<file path="src/rtl/twi_rec_pkg.sv">
package twi_rec_pkg;

    typedef enum logic [3:0] {
        PH_IDLE   = 4'd0,
        PH_SETUP1 = 4'd1,
        PH_HOLD1  = 4'd2,
        PH_ENTER  = 4'd3,
        PH_LOW    = 4'd4,
        PH_HIGH   = 4'd5,
        PH_SETUP2 = 4'd6,
        PH_HOLD2  = 4'd7,
        PH_FREE   = 4'd8
    } rec_phase_e;

endpackage

</file>
<file path="src/rtl/twi_rec_len.sv">
module twi_rec_len
    import twi_rec_pkg::*;
#(
    parameter int CW = 16
) (
    input  rec_phase_e    phase,
    input  logic [CW-1:0] cnt_low,
    input  logic [CW-1:0] cnt_high,
    input  logic [CW-1:0] cnt_edge,
    input  logic [CW-1:0] cnt_free,
    output logic [CW-1:0] len
);

    logic [CW-1:0] sel;

    always_comb begin
        case (phase)
            PH_SETUP1, PH_HOLD1, PH_ENTER,
            PH_SETUP2, PH_HOLD2: sel = cnt_edge;
            PH_LOW:              sel = cnt_low;
            PH_HIGH:             sel = cnt_high;
            PH_FREE:             sel = cnt_free;
            default:             sel = CW'(1);
        endcase
        // zero is clamped to one cycle
        len = (sel == '0) ? CW'(1) : sel;
    end

endmodule

</file>
<file path="src/rtl/twi_rec_lines.sv">
module twi_rec_lines
    import twi_rec_pkg::*;
(
    input  rec_phase_e phase,
    output logic       scl_pull,
    output logic       sda_pull
);

    always_comb begin
        scl_pull = 1'b0;
        sda_pull = 1'b0;
        case (phase)
            PH_HOLD1:  sda_pull = 1'b1;
            PH_ENTER: begin
                scl_pull = 1'b1;
                sda_pull = 1'b1;
            end
            PH_LOW:    scl_pull = 1'b1;
            PH_HOLD2:  sda_pull = 1'b1;
            default: begin
                scl_pull = 1'b0;
                sda_pull = 1'b0;
            end
        endcase
    end

endmodule

</file>
<file path="src/rtl/twi_recover.sv">
module twi_recover
    import twi_rec_pkg::*;
#(
    parameter int CW   = 16,
    parameter int NCLK = 9
) (
    input  logic          clk,
    input  logic          rst_n,
    input  logic          start_req,
    input  logic [CW-1:0] cnt_low,
    input  logic [CW-1:0] cnt_high,
    input  logic [CW-1:0] cnt_edge,
    input  logic [CW-1:0] cnt_free,
    output logic          scl_pull,
    output logic          sda_pull,
    output logic          busy,
    output logic          done
);

    localparam int NW = $clog2(NCLK + 1);

    typedef struct packed {
        rec_phase_e    phase;
        logic [CW-1:0] cnt;
        logic [NW-1:0] nclk;
        logic          done;
    } rec_state_t;

    rec_state_t s_q, s_d;
    logic [CW-1:0] len_w;
    logic          last_w;

    twi_rec_len #(.CW(CW)) u_len (
        .phase    (s_q.phase),
        .cnt_low  (cnt_low),
        .cnt_high (cnt_high),
        .cnt_edge (cnt_edge),
        .cnt_free (cnt_free),
        .len      (len_w)
    );

    twi_rec_lines u_lines (
        .phase    (s_q.phase),
        .scl_pull (scl_pull),
        .sda_pull (sda_pull)
    );

    assign last_w = (s_q.cnt == (len_w - CW'(1)));
    assign busy   = (s_q.phase != PH_IDLE);
    assign done   = s_q.done;

    always_comb begin
        s_d      = s_q;
        s_d.done = 1'b0;
        s_d.cnt  = s_q.cnt + CW'(1);
        if (s_q.phase == PH_IDLE) begin
            s_d.cnt = '0;
            if (start_req) begin
                s_d.phase = PH_SETUP1;
                s_d.nclk  = '0;
            end
        end else if (last_w) begin
            s_d.cnt = '0;
            case (s_q.phase)
                PH_SETUP1: s_d.phase = PH_HOLD1;
                PH_HOLD1:  s_d.phase = PH_ENTER;
                PH_ENTER:  s_d.phase = PH_LOW;
                PH_LOW:    s_d.phase = PH_HIGH;
                PH_HIGH: begin
                    if (s_q.nclk == NW'(NCLK - 1)) begin
                        s_d.phase = PH_SETUP2;
                    end else begin
                        s_d.phase = PH_LOW;
                        s_d.nclk  = s_q.nclk + NW'(1);
                    end
                end
                PH_SETUP2: s_d.phase = PH_HOLD2;
                PH_HOLD2:  s_d.phase = PH_FREE;
                PH_FREE: begin
                    s_d.phase = PH_IDLE;
                    s_d.done  = 1'b1;
                end
                default:   s_d.phase = PH_IDLE;
            endcase
        end
    end

    always_ff @(posedge clk or negedge rst_n) begin
        if (!rst_n) begin
            s_q.phase <= PH_IDLE;
            s_q.cnt   <= '0;
            s_q.nclk  <= '0;
            s_q.done  <= 1'b0;
        end else begin
            s_q <= s_d;
        end
    end

    AST_IDLE_RELEASED: assert property (@(posedge clk) disable iff (!rst_n)
        !busy |-> (!scl_pull && !sda_pull));

    AST_DONE_SINGLE: assert property (@(posedge clk) disable iff (!rst_n)
        done |=> !done);

    AST_DONE_NOT_BUSY: assert property (@(posedge clk) disable iff (!rst_n)
        done |-> (!busy && $past(busy)));

    AST_BUSY_ENDS_IN_DONE: assert property (@(posedge clk) disable iff (!rst_n)
        busy |=> (busy || done));

    AST_SDA_STILL_AT_SCL_EDGE: assert property (@(posedge clk) disable iff (!rst_n)
        ($rose(scl_pull) || $fell(scl_pull)) |-> $stable(sda_pull));

    AST_PHASE_COUNT_BOUND: assert property (@(posedge clk) disable iff (!rst_n)
        busy |-> (s_q.cnt < len_w));

endmodule

</file>
<file path="config.mk">
export PLATFORM = sky130hd
export DESIGN_NAME = twi_recover
export DESIGN_NICKNAME = d
export VERILOG_FILES = /design/src/rtl/twi_rec_pkg.sv /design/src/rtl/twi_rec_len.sv /design/src/rtl/twi_rec_lines.sv /design/src/rtl/twi_recover.sv
export SDC_FILE = /design/constraint.sdc
export NUM_CORES = 1
export LEC_CHECK = 0
export CAP_MARGIN = 20
export CORE_ASPECT_RATIO = 0.5
export CORE_UTILIZATION = 45
export CTS_CLUSTER_DIAMETER = 40
export CTS_CLUSTER_SIZE = 20
export DETAILED_ROUTE_END_ITERATION = 6
export DONT_BUFFER_PORTS = 1
export GPL_TIMING_DRIVEN = 0
export SETUP_SLACK_MARGIN = 0.02
export SLEW_MARGIN = 20
export SYNTH_ARGS = -nofsm -noshare
export SYNTH_HDL_FRONTEND = slang
export SYNTH_HIERARCHICAL = 1
export SYNTH_SLANG_ARGS = --single-unit
</file>
<file path="constraint.sdc">
create_clock -name clk -period 4.65 [get_ports clk]
set_input_delay 0.465 -clock clk [delete_from_list [all_inputs] [get_ports clk]]
set_output_delay 0.465 -clock clk [all_outputs]
set_load 0.05 [all_outputs]
</file>
* Word-level counts from Yosys, hierarchy flattened
Cells that the tools add are included.
** Word-level totals
- Bits of input ports :: 67
- Output and inout port bits :: 4
- Flip-flop bits (word level) :: 25
** Cells by class
- Reductions and logical operators :: 10
- Eq/ne operators :: 12
- Add/subtract/negate cells :: 3
- Muxes and demuxes :: 14
** Operators by type and width (number)
- case mux 16 bit (4 select lines) :: 1
- case mux 4 bit (7 select lines) :: 1
- 2-to-1 mux 25 bit :: 1
- 2-to-1 mux 24 bit :: 1
- adder 16 x 1 -> 16 bit, second input constant :: 1
- equality test 16 bit :: 1
- equality test 4 x 3 -> 1 bit, second input constant :: 4
- zero test 16 bit :: 1
- 2-to-1 mux 16 bit :: 1
- 2-to-1 mux 4 bit :: 4
- subtractor 16 x 1 -> 16 bit, second input constant :: 1
- equality test 4 x 2 -> 1 bit, second input constant :: 2
- equality test 4 bit, second input constant :: 2
- OR reduction 5 bit :: 1
- adder 4 x 1 -> 4 bit, second input constant :: 1
- equality test 4 x 1 -> 1 bit, second input constant :: 1
- zero test 4 bit :: 1
- 2-to-1 mux 1 bit :: 4
- != test 2 bit, second input constant :: 2
- AND reduction 4 bit :: 1
- nonzero test 2 bit :: 2
- nonzero test 4 bit :: 1
- OR reduction 3 bit :: 1
- 2-to-1 mux 2 bit :: 1
- other kinds (2) :: 2

* Depth between registers and ports, before layout
Gate-level depths: netlist of run 1.
- Word-level depth :: 9
- Mapped depth :: 18
- Depth with buffers taken out :: 15

* Hierarchy
The synthesis of run 1 kept the hierarchy.
** Modules (own cells, without submodules)
- twi_recover :: sequential area each 625.6 um2, area each 1839.3 um2, times used 1, cells each 204
- twi_rec_len :: sequential area each 0.0 um2, area each 526.8 um2, times used 1, cells each 72
- twi_rec_lines :: sequential area each 0.0 um2, area each 38.8 um2, times used 1, cells each 5

* Least setup slack after synthesis of run 1
No wires, ideal clock.
- Path kind :: flip-flop to flip-flop
- From :: reg s_q[24] (netlist name)
- To :: reg s_q[1] in the netlist's numbering
- Path buffers :: 1
- Stages on the path, launching flop included :: 14
- Path slack :: 0.390 ns
- Library setup time :: 0.079 ns
- Arrival :: 4.181 ns
- Period minus slack after synthesis :: 4.260 ns
- Cells stage by stage :: dfrtp_1 -> or2b_2 -> nor3_1 -> buf_2 -> a221o_1 -> nor4_1 -> a31o_1 -> or3_4 -> or4_1 -> a211oi_2 -> and4b_1 -> nand4_4 -> nor4_4 -> mux2i_1
** On the way
- Word-level cells in the longest chain between the ends :: 9
** Ends and longest elaborated chain
- equality test 4 x 1 -> 1 bit, or another cell as far along :: line twi_rec_len.sv:17 : case (phase)
- OR reduction 5 bit :: line twi_rec_len.sv:17
- case mux 16 bit (4 select lines) (*) :: line twi_rec_len.sv:17
- zero test 16 bit :: line twi_rec_len.sv:26 : len = (sel == '0) ? CW'(1) : sel;
- 2-to-1 mux 16 bit (*) :: line twi_rec_len.sv:26
- net len_w[2] :: line twi_recover.sv:30 : logic [CW-1:0] len_w;
- subtractor 16 x 1 -> 16 bit (*) :: line twi_recover.sv:48 : assign last_w = (s_q.cnt == (len_w - CW'(1)));
- equality test 16 bit (*) :: line twi_recover.sv:48
- nonzero test 2 bit (no line) (*)
- AND reduction 4 bit (no line) (*)
- end, declared :: line twi_recover.sv:29 : rec_state_t s_q, s_d;
Mark *: on every way through the listed nets, which the timed path passes. The rest lies on a longest branch.
A chain may end at the register's enable or synchronous reset.

* Final worst setup path of run 1
- From :: reg s_q[24] (netlist name)
- To :: reg s_q[21] (netlist name)
** On the way
- Word-level cells in the longest chain between the ends :: 9
** Ends and longest elaborated chain (line)
- equality test 4 x 1 -> 1 bit, or another cell as far along :: twi_rec_len.sv:17
- OR reduction 5 bit :: twi_rec_len.sv:17
- case mux 16 bit (4 select lines) (*) :: twi_rec_len.sv:17
- zero test 16 bit :: twi_rec_len.sv:26
- 2-to-1 mux 16 bit (*) :: twi_rec_len.sv:26
- net len_w[7] :: twi_recover.sv:30
- subtractor 16 x 1 -> 16 bit (*) :: twi_recover.sv:48
- equality test 16 bit (*) :: twi_recover.sv:48
- nonzero test 2 bit (no line) (*)
- AND reduction 2 bit (no line) (*)
Mark *: on every way through the listed nets, which the timed path passes. The rest lies on a longest branch. The select of a mux whose other input is x is not followed.

==> qor.csv, run 1 <==
stage,metric,value,unit
yosys,Mapped Cells,281,
outcome,status,finished clean,
timing,fin crit share,0.962,
route,drt drc,0,
yosys,Syn Area/Cell,8.56,um^2
final_layout,share of layout cells above drive strength 1,0.160,
die,Die X,105,um
critical_path,CP required,4.83,ns
final_layout,fin area,0.00268,mm^2
timing,# setup viols final,0,
global_route,initial antenna violation count,0,
clock_tree,clock latency on the worst-skew pair,0.27,ns
timing,clk_skew,0.00598,ns
placed_design,Placed Cells,351,
power,worst vdd rail ir drop,0.114,mV
die,Rows,18,
global_route,pin count of the biggest net entering global routing,26,
critical_path,CP arrival,4.66,ns
placed_design,DP HPWL,4620,um
route,Routed WL,6080,um
yosys,Synth Register Bits,25,
min_path,Hold Path Depth,1,
global_route,GRT Overall Usage,0.216,
critical_path,Worst Setup Start Kind,flop,
yosys,post-synthesis sequential area ratio,0.260,
yosys,"EDFF count, synth",0,
placed_design,Buffers on Ports,0,
route,Via density,6.07,
clock_tree,clock-pin slew on the worst setup and hold paths,0.09,ns
final_layout,Multi-input gate area,0.00175,mm^2
timing,worst slew pin tran,0.827,ns
final_layout,Final Non-Filler Cells,363,
yosys,syn nets,352,
clock_tree,Sink Count,25,
timing,minimum clock period,4.47,ns
critical_path,flop-to-flop setup slack,0.18,ns
yosys,ys async rst share,1.00,
critical_path,crit path kind,flop to flop,
route,WL/cell,16.7,um
route,DR pass1 iterations,4,
clock_tree,CTS max path bufs,2,
power,leakage power,0.00112,uW
die,Die H,53.7,um
min_path,WHS Endpoint,s_q[4],
route,number of DRC markers in iteration 0,121,
route,Vias,2205,
route,Detail Route Antenna Nets,0,
timing,Slew HR,0.446,
timing,final hold vios,0,
min_path,Worst Hold Launch,s_q[4],
final_layout,Layout Nets,365,
placed_design,DP Area,0.00250,mm^2
global_route,first-pass GRT wire length,9650,um
critical_path,worst r2r src,s_q[24],
yosys,total of warnings raised by yosys,6,
critical_path,worst reg2reg path depth,13,
clock_tree,CTS buffer count,3,
final_layout,register area,633,um^2
timing,fin worst setup slack,0.176,ns
clock_tree,CTS tree,done,
timing,Achievable Freq,224,MHz
yosys,post-synth cell types,54,
final_layout,filler instances,495,
global_route,GRT overflow,0,
job,max cap viols,0,
clock_tree,CTS Root Cell,clkbuf_8,
min_path,Hold Path Class,flop to flop,
placed_design,pre-CTS setup slack,-0.365,ns
final_layout,# diodes,0,
critical_path,worst-path fanout max,11,
yosys,synthesized area,0.00240,mm^2
placed_design,GPL Wtd Cong,0.840,
yosys,most used flip-flop cell after synthesis,dfrtp_1,
critical_path,reg2reg end,s_q[21],
die,Core Area,0.00502,mm^2
timing,setup_tns,0,ns
die,Starting Density,0.479,
critical_path,crit end category,flop,
timing,RSZ-0062 raised after global routing,no,
die,die area,0.00566,mm^2
clock_tree,H-tree depth,1,
final_layout,synth-to-layout area growth,11.4,%
timing,Slew Limit Fails,0,
die,IO Pins,71,
global_route,number of global-route vias before repair,1936,
power,power per cell area,237,mW/mm^2
registers in the layout, summed over array words and instances, names as in the netlist:
signal  count
done        1
s_q        24
synthesized netlist by cell type (2+ instances only):
cell type  number  area, um^2
mux2i_1        20         200
nor2_1         39         146
xor2_1         14         123
a221o_1        15         150
or3_1           2        12.5
or3b_1          2        17.5
xnor2_1        17         149
nand3_1        11        55.1
dfrtp_1        25         626
ha_1            4        50.1
nand2b_1        3        18.8
and3_1          7        43.8
inv_1           8        30.0
buf_1           2        7.51
a21oi_1         4        20.0
o21ai_0         6        30.0
and4b_1         2        20.0
nand4_1         5        31.3
buf_2           5        25.0
o21ai_1         4        20.0
nand2_1        18        67.6
o31ai_2         2        25.0
nor3_1          3        15.0
o31ai_1         5        37.5
nor4_1         10        62.6
or4_1           5        37.5
nor4_2          3        37.5
nor3b_1         2        15.0
nor2b_1         4        25.0
clkbuf_1        6        22.5
nand3b_1        5        37.5
final cells by class:
| class | instances | area share |
|---|---|---|
| Clock inverter | 1 | 0.00187 |
| Timing Repair Buffer | 8 | 0.0280 |
| Clock buffer | 3 | 0.0154 |
| Tap cell | 70 | 0.0327 |
| Buffer | 12 | 0.0233 |
| Sequential cell | 25 | 0.236 |
| Inverter | 8 | 0.0112 |
| Multi-Input combinational cell | 236 | 0.651 |
repair_timing:
action                                  4_1_cts  5_1_grt
setup buffers                                 0        6
endpoints found under the setup margin       25       24
pin swaps                                     0        5
gates resized for setup                       9       12
endpoints found under the hold margin        25        0
hold buffers                                  2        0
cloned                                        0        1
layer usage:
| layer | track usage | wire [um] |
|---|---|---|
| met1 | 0.301 | 3020 |
| met2 | 0.359 | 2700 |
| met3 | 0.0448 | 357 |
| met4 | 0.0258 | 0 |
| met5 | 0 | 0 |
report_power, final:
part           switching [uW]  internal [uW]  leakage, uW  total, uW
Sequential               25.7            239     0.000332        264
Clock                    70.6           60.0    0.0000255        131
Combinational             134            108     0.000765        241
worst max path at each step:
stage | slack (ns) | startpoint | end
after global routing | 0.02 | s_q[24] | s_q[21]
after global placement | -0.19 | s_q[21] | s_q[1]
final | 0.18 | s_q[24] | s_q[21]
after CTS | 0.03 | s_q[24] | s_q[2]
after floorplan | 0.39 | s_q[24] | s_q[1]
after detailed placement | -0.37 | s_q[21] | s_q[1]
logic make-up (layout without fill, tap and decap cells):
| kind of cell | Yosys count | in the layout | share of synthesized area |
|---|---|---|---|
| AO/OA/AOI/OAI | 50 | 50 | 0.172 |
| XOR/XNOR | 32 | 32 | 0.123 |
| adder cells (fa/ha/maj) | 4 | 4 | 0.0208 |
| buffers and inverters | 21 | 32 | 0.0354 |
| flip-flops | 25 | 25 | 0.260 |
| multiplexers | 20 | 20 | 0.0832 |
| AND/OR/NAND/NOR | 129 | 130 | 0.306 |
worst max-delay path: stages, from the launching register on:
cell,delay (ns)
dfrtp_4,0.49
or2b_2,0.34
nor3_2,0.29
buf_2,0.30
a221o_1,0.37
nor4_1,0.12
a31o_2,0.25
or3_4,0.41
or4_1,0.50
a211oi_2,0.27
and4b_2,0.33
nand4_4,0.21
or2_4,0.34
o31ai_2,0.18
stage by stage:
| stage | hold WS (ns) | util | power, uW |
|---|---|---|---|
| after global routing | 0.528 | 0.534 | 678 |
| after detailed placement | 0.170 | 0.497 | 490 |
| after CTS | 0.496 | 0.515 | 633 |
| after global placement | 0.170 | 0.496 | 484 |
| after floorplan | 0.169 | - | 449 |
| final | 0.487 | 0.534 | 636 |
placed cells by master, fill, tap and decap left out, types with 4 or more instances in the layout:
cell | netlist | routed
nand3_1 | 11 | 11
nor2b_1 | 4 | 4
ha_1 | 4 | 4
nor2_1 | 39 | 39
and3_1 | 7 | 7
inv_1 | 8 | 8
nand2_1 | 18 | 18
mux2i_1 | 20 | 20
nand4_1 | 5 | 5
xor2_1 | 14 | 14
a221o_1 | 15 | 14
o21ai_1 | 4 | 5
buf_4 | 0 | 8
o21ai_0 | 6 | 5
nand3b_1 | 5 | 5
nor4_1 | 10 | 9
dfrtp_1 | 25 | 21
o31ai_1 | 5 | 5
or4_1 | 5 | 5
xnor2_1 | 17 | 17
Note: power is estimated with default switching activity, not from simulation.
==> run 2: changes to the inputs <==
--- a/config.mk
+++ b/config.mk
@@ -12,7 +12,6 @@
 export CTS_CLUSTER_SIZE = 20
 export DETAILED_ROUTE_END_ITERATION = 6
 export DONT_BUFFER_PORTS = 1
-export GPL_TIMING_DRIVEN = 0
 export SETUP_SLACK_MARGIN = 0.02
 export SLEW_MARGIN = 20
 export SYNTH_ARGS = -nofsm -noshare
==> qor.csv, run 2 (same netlist as run 1, synthesis figures left out) <==
stage,metric,value,unit
outcome,status,finished clean,
global_route,pin count of the biggest net entering global routing,26,
critical_path,"slowest stage delay, CP",0.57,ns
final_layout,# diodes,0,
final_layout,"commonest cells after routing, fill and taps aside","39 x nor2_1, 25 x dfrtp_1, 20 x mux2i_1",
placed_design,Buffers on Ports,0,
min_path,Hold Path Class,flop to flop,
timing,worst slew pin tran,0.832,ns
clock_tree,clock latency on the worst-skew pair,0.27,ns
min_path,Worst Hold Launch,s_q[4],
route,Detail Route Antenna Nets,0,
clock_tree,Post-CTS Setup Repair Bufs,0,
critical_path,flop-to-flop setup slack,0.27,ns
final_layout,Biggest register,s_q,
critical_path,crit-path cells,"nor2b_1, a22o_1, a221o_1, or4_1, nor4_2, a31o_2, inv_1, ha_1, xor3_1, o32ai_1, o21ai_0, and4b_1, nand4_4, nor4_4, mux2i_1",
placed_design,GPL Wtd Cong,0.939,
route,DR pass1 iterations,5,
critical_path,"Slowest-stage cell, CP",or4_1,
critical_path,reg2reg end,s_q[1],
route,Vias,2115,
timing,minimum clock period,4.38,ns
critical_path,crit path kind,flop to flop,
clock_tree,H-tree depth,1,
die,Rows,18,
power,worst vdd rail ir drop,0.181,mV
timing,# setup viols final,0,
critical_path,Critical Path Source,s_q[23],
clock_tree,CTS max path bufs,2,
timing,setup_tns,0,ns
clock_tree,CTS buffer count,3,
timing,hold slack,0.488,ns
timing,Achievable Freq,228,MHz
route,Via density,5.99,
die,die area,0.00566,mm^2
final_layout,max FFs per register,24,
timing,Slew HR,0.440,
critical_path,worst-path fanout max,10,
final_layout,filler instances,472,
job,max cap viols,0,
global_route,first-pass GRT wire length,9380,um
route,Routed WL,5870,um
critical_path,Worst Setup Start Kind,flop,
die,Die X,105,um
final_layout,Top Registers,"s_q x24, done x1",
final_layout,fin area,0.00261,mm^2
final_layout,"commonest non-fill, non-tap cell in the layout",nor2_1,
critical_path,CP required,4.85,ns
critical_path,CP arrival,4.58,ns
global_route,GRT overflow,0,
timing,fin crit share,0.941,
power,power per cell area,239,mW/mm^2
power,leakage power,0.00110,uW
die,Die H,53.7,um
timing,Slew Limit Fails,0,
timing,clk_skew,0.00626,ns
final_layout,Layout Nets,355,
critical_path,worst reg2reg path depth,15,
global_route,initial antenna violation count,0,
route,WL/cell,16.6,um
clock_tree,clock-pin slew on the worst setup and hold paths,0.09,ns
timing,final hold vios,0,
critical_path,worst r2r src,s_q[23],
global_route,GRT Overall Usage,0.214,
final_layout,synth-to-layout area growth,8.64,%
die,Core Area,0.00502,mm^2
placed_design,DP Area,0.00252,mm^2
critical_path,crit end category,flop,
final_layout,Final Util,0.520,
die,Starting Density,0.479,
die,IO Pins,71,
route,drt drc,0,
clock_tree,CTS tree,done,
min_path,WHS Endpoint,s_q[4],
final_layout,share of layout cells above drive strength 1,0.120,
clock_tree,CTS Root Cell,clkbuf_8,
placed_design,DP HPWL,4630,um
min_path,Hold Path Depth,1,
clock_tree,Sink Count,25,
global_route,number of global-route vias before repair,1890,
timing,RSZ-0062 raised after global routing,no,
route,number of DRC markers in iteration 0,155,
## run 2: per-stage QoR
| stage | std cells | total power [uW] | setup WS (ns) |
|---|---|---|---|
| after detailed placement | 347 | 489 | 0.251 |
| after global routing | 353 | 667 | 0.0397 |
| after floorplan | 281 | 449 | 0.390 |
| after global placement | 347 | 488 | 0.376 |
| final | 353 | 625 | 0.273 |
| after CTS | 353 | 629 | 0.217 |
## run 2: how the worst max path moves through the flow
stage                     endpoint  slack (ns)
after detailed placement    s_q[1]        0.25
after global routing        s_q[2]        0.04
after CTS                   s_q[1]        0.22
after floorplan             s_q[1]        0.39
final                       s_q[1]        0.27
after global placement      s_q[1]        0.38
## run 2: routing by layer
layer  up-vias  wire length (um)  track usage
li1       1046                 -            -
met1      1016              2860        0.293
met2        53              2640        0.355
met3         0               372       0.0605
met4         0                 0      0.00939
met5         -                 0            0
## run 2: cell type report
class                      count  area (um^2)  share of cell area
inverter                       8         30.0              0.0115
tap                           70         87.6              0.0335
multi-input combinational    235         1710               0.654
clock inverter                 1         5.00             0.00192
timing repair buffer          11          114              0.0436
clock buffer                   3         41.3              0.0158
sequential                    25          626               0.239
## run 2: power breakdown
part	total, uW	leakage (uW)	internal, uW	switching [uW]
sequential	271	0.000338	238	32.1
combinational	225	0.000734	105	121
clock	129	0.0000255	60.0	69.2
total	625	0.00110	403	222
## run 2: critical path, delay by kind of cell (launching register included)
kind | cells | cell delay (ns)
xor gates and xnor gates | 1 | 0.38
muxes | 1 | 0.22
buffers and inverters | 1 | 0.06
DFF | 1 | 0.43
adders and majority gates | 1 | 0.24
and+or+nand+nor | 6 | 1.79
AOI/OAI and AO/OA | 5 | 1.18
## run 2: what timing repair did
item / in CTS / in global routing
endpoints found under the hold margin: 25 / 0
resized for setup: 0 / 5
hold buffers: 2 / 0
endpoints found under the setup margin: 0 / 5
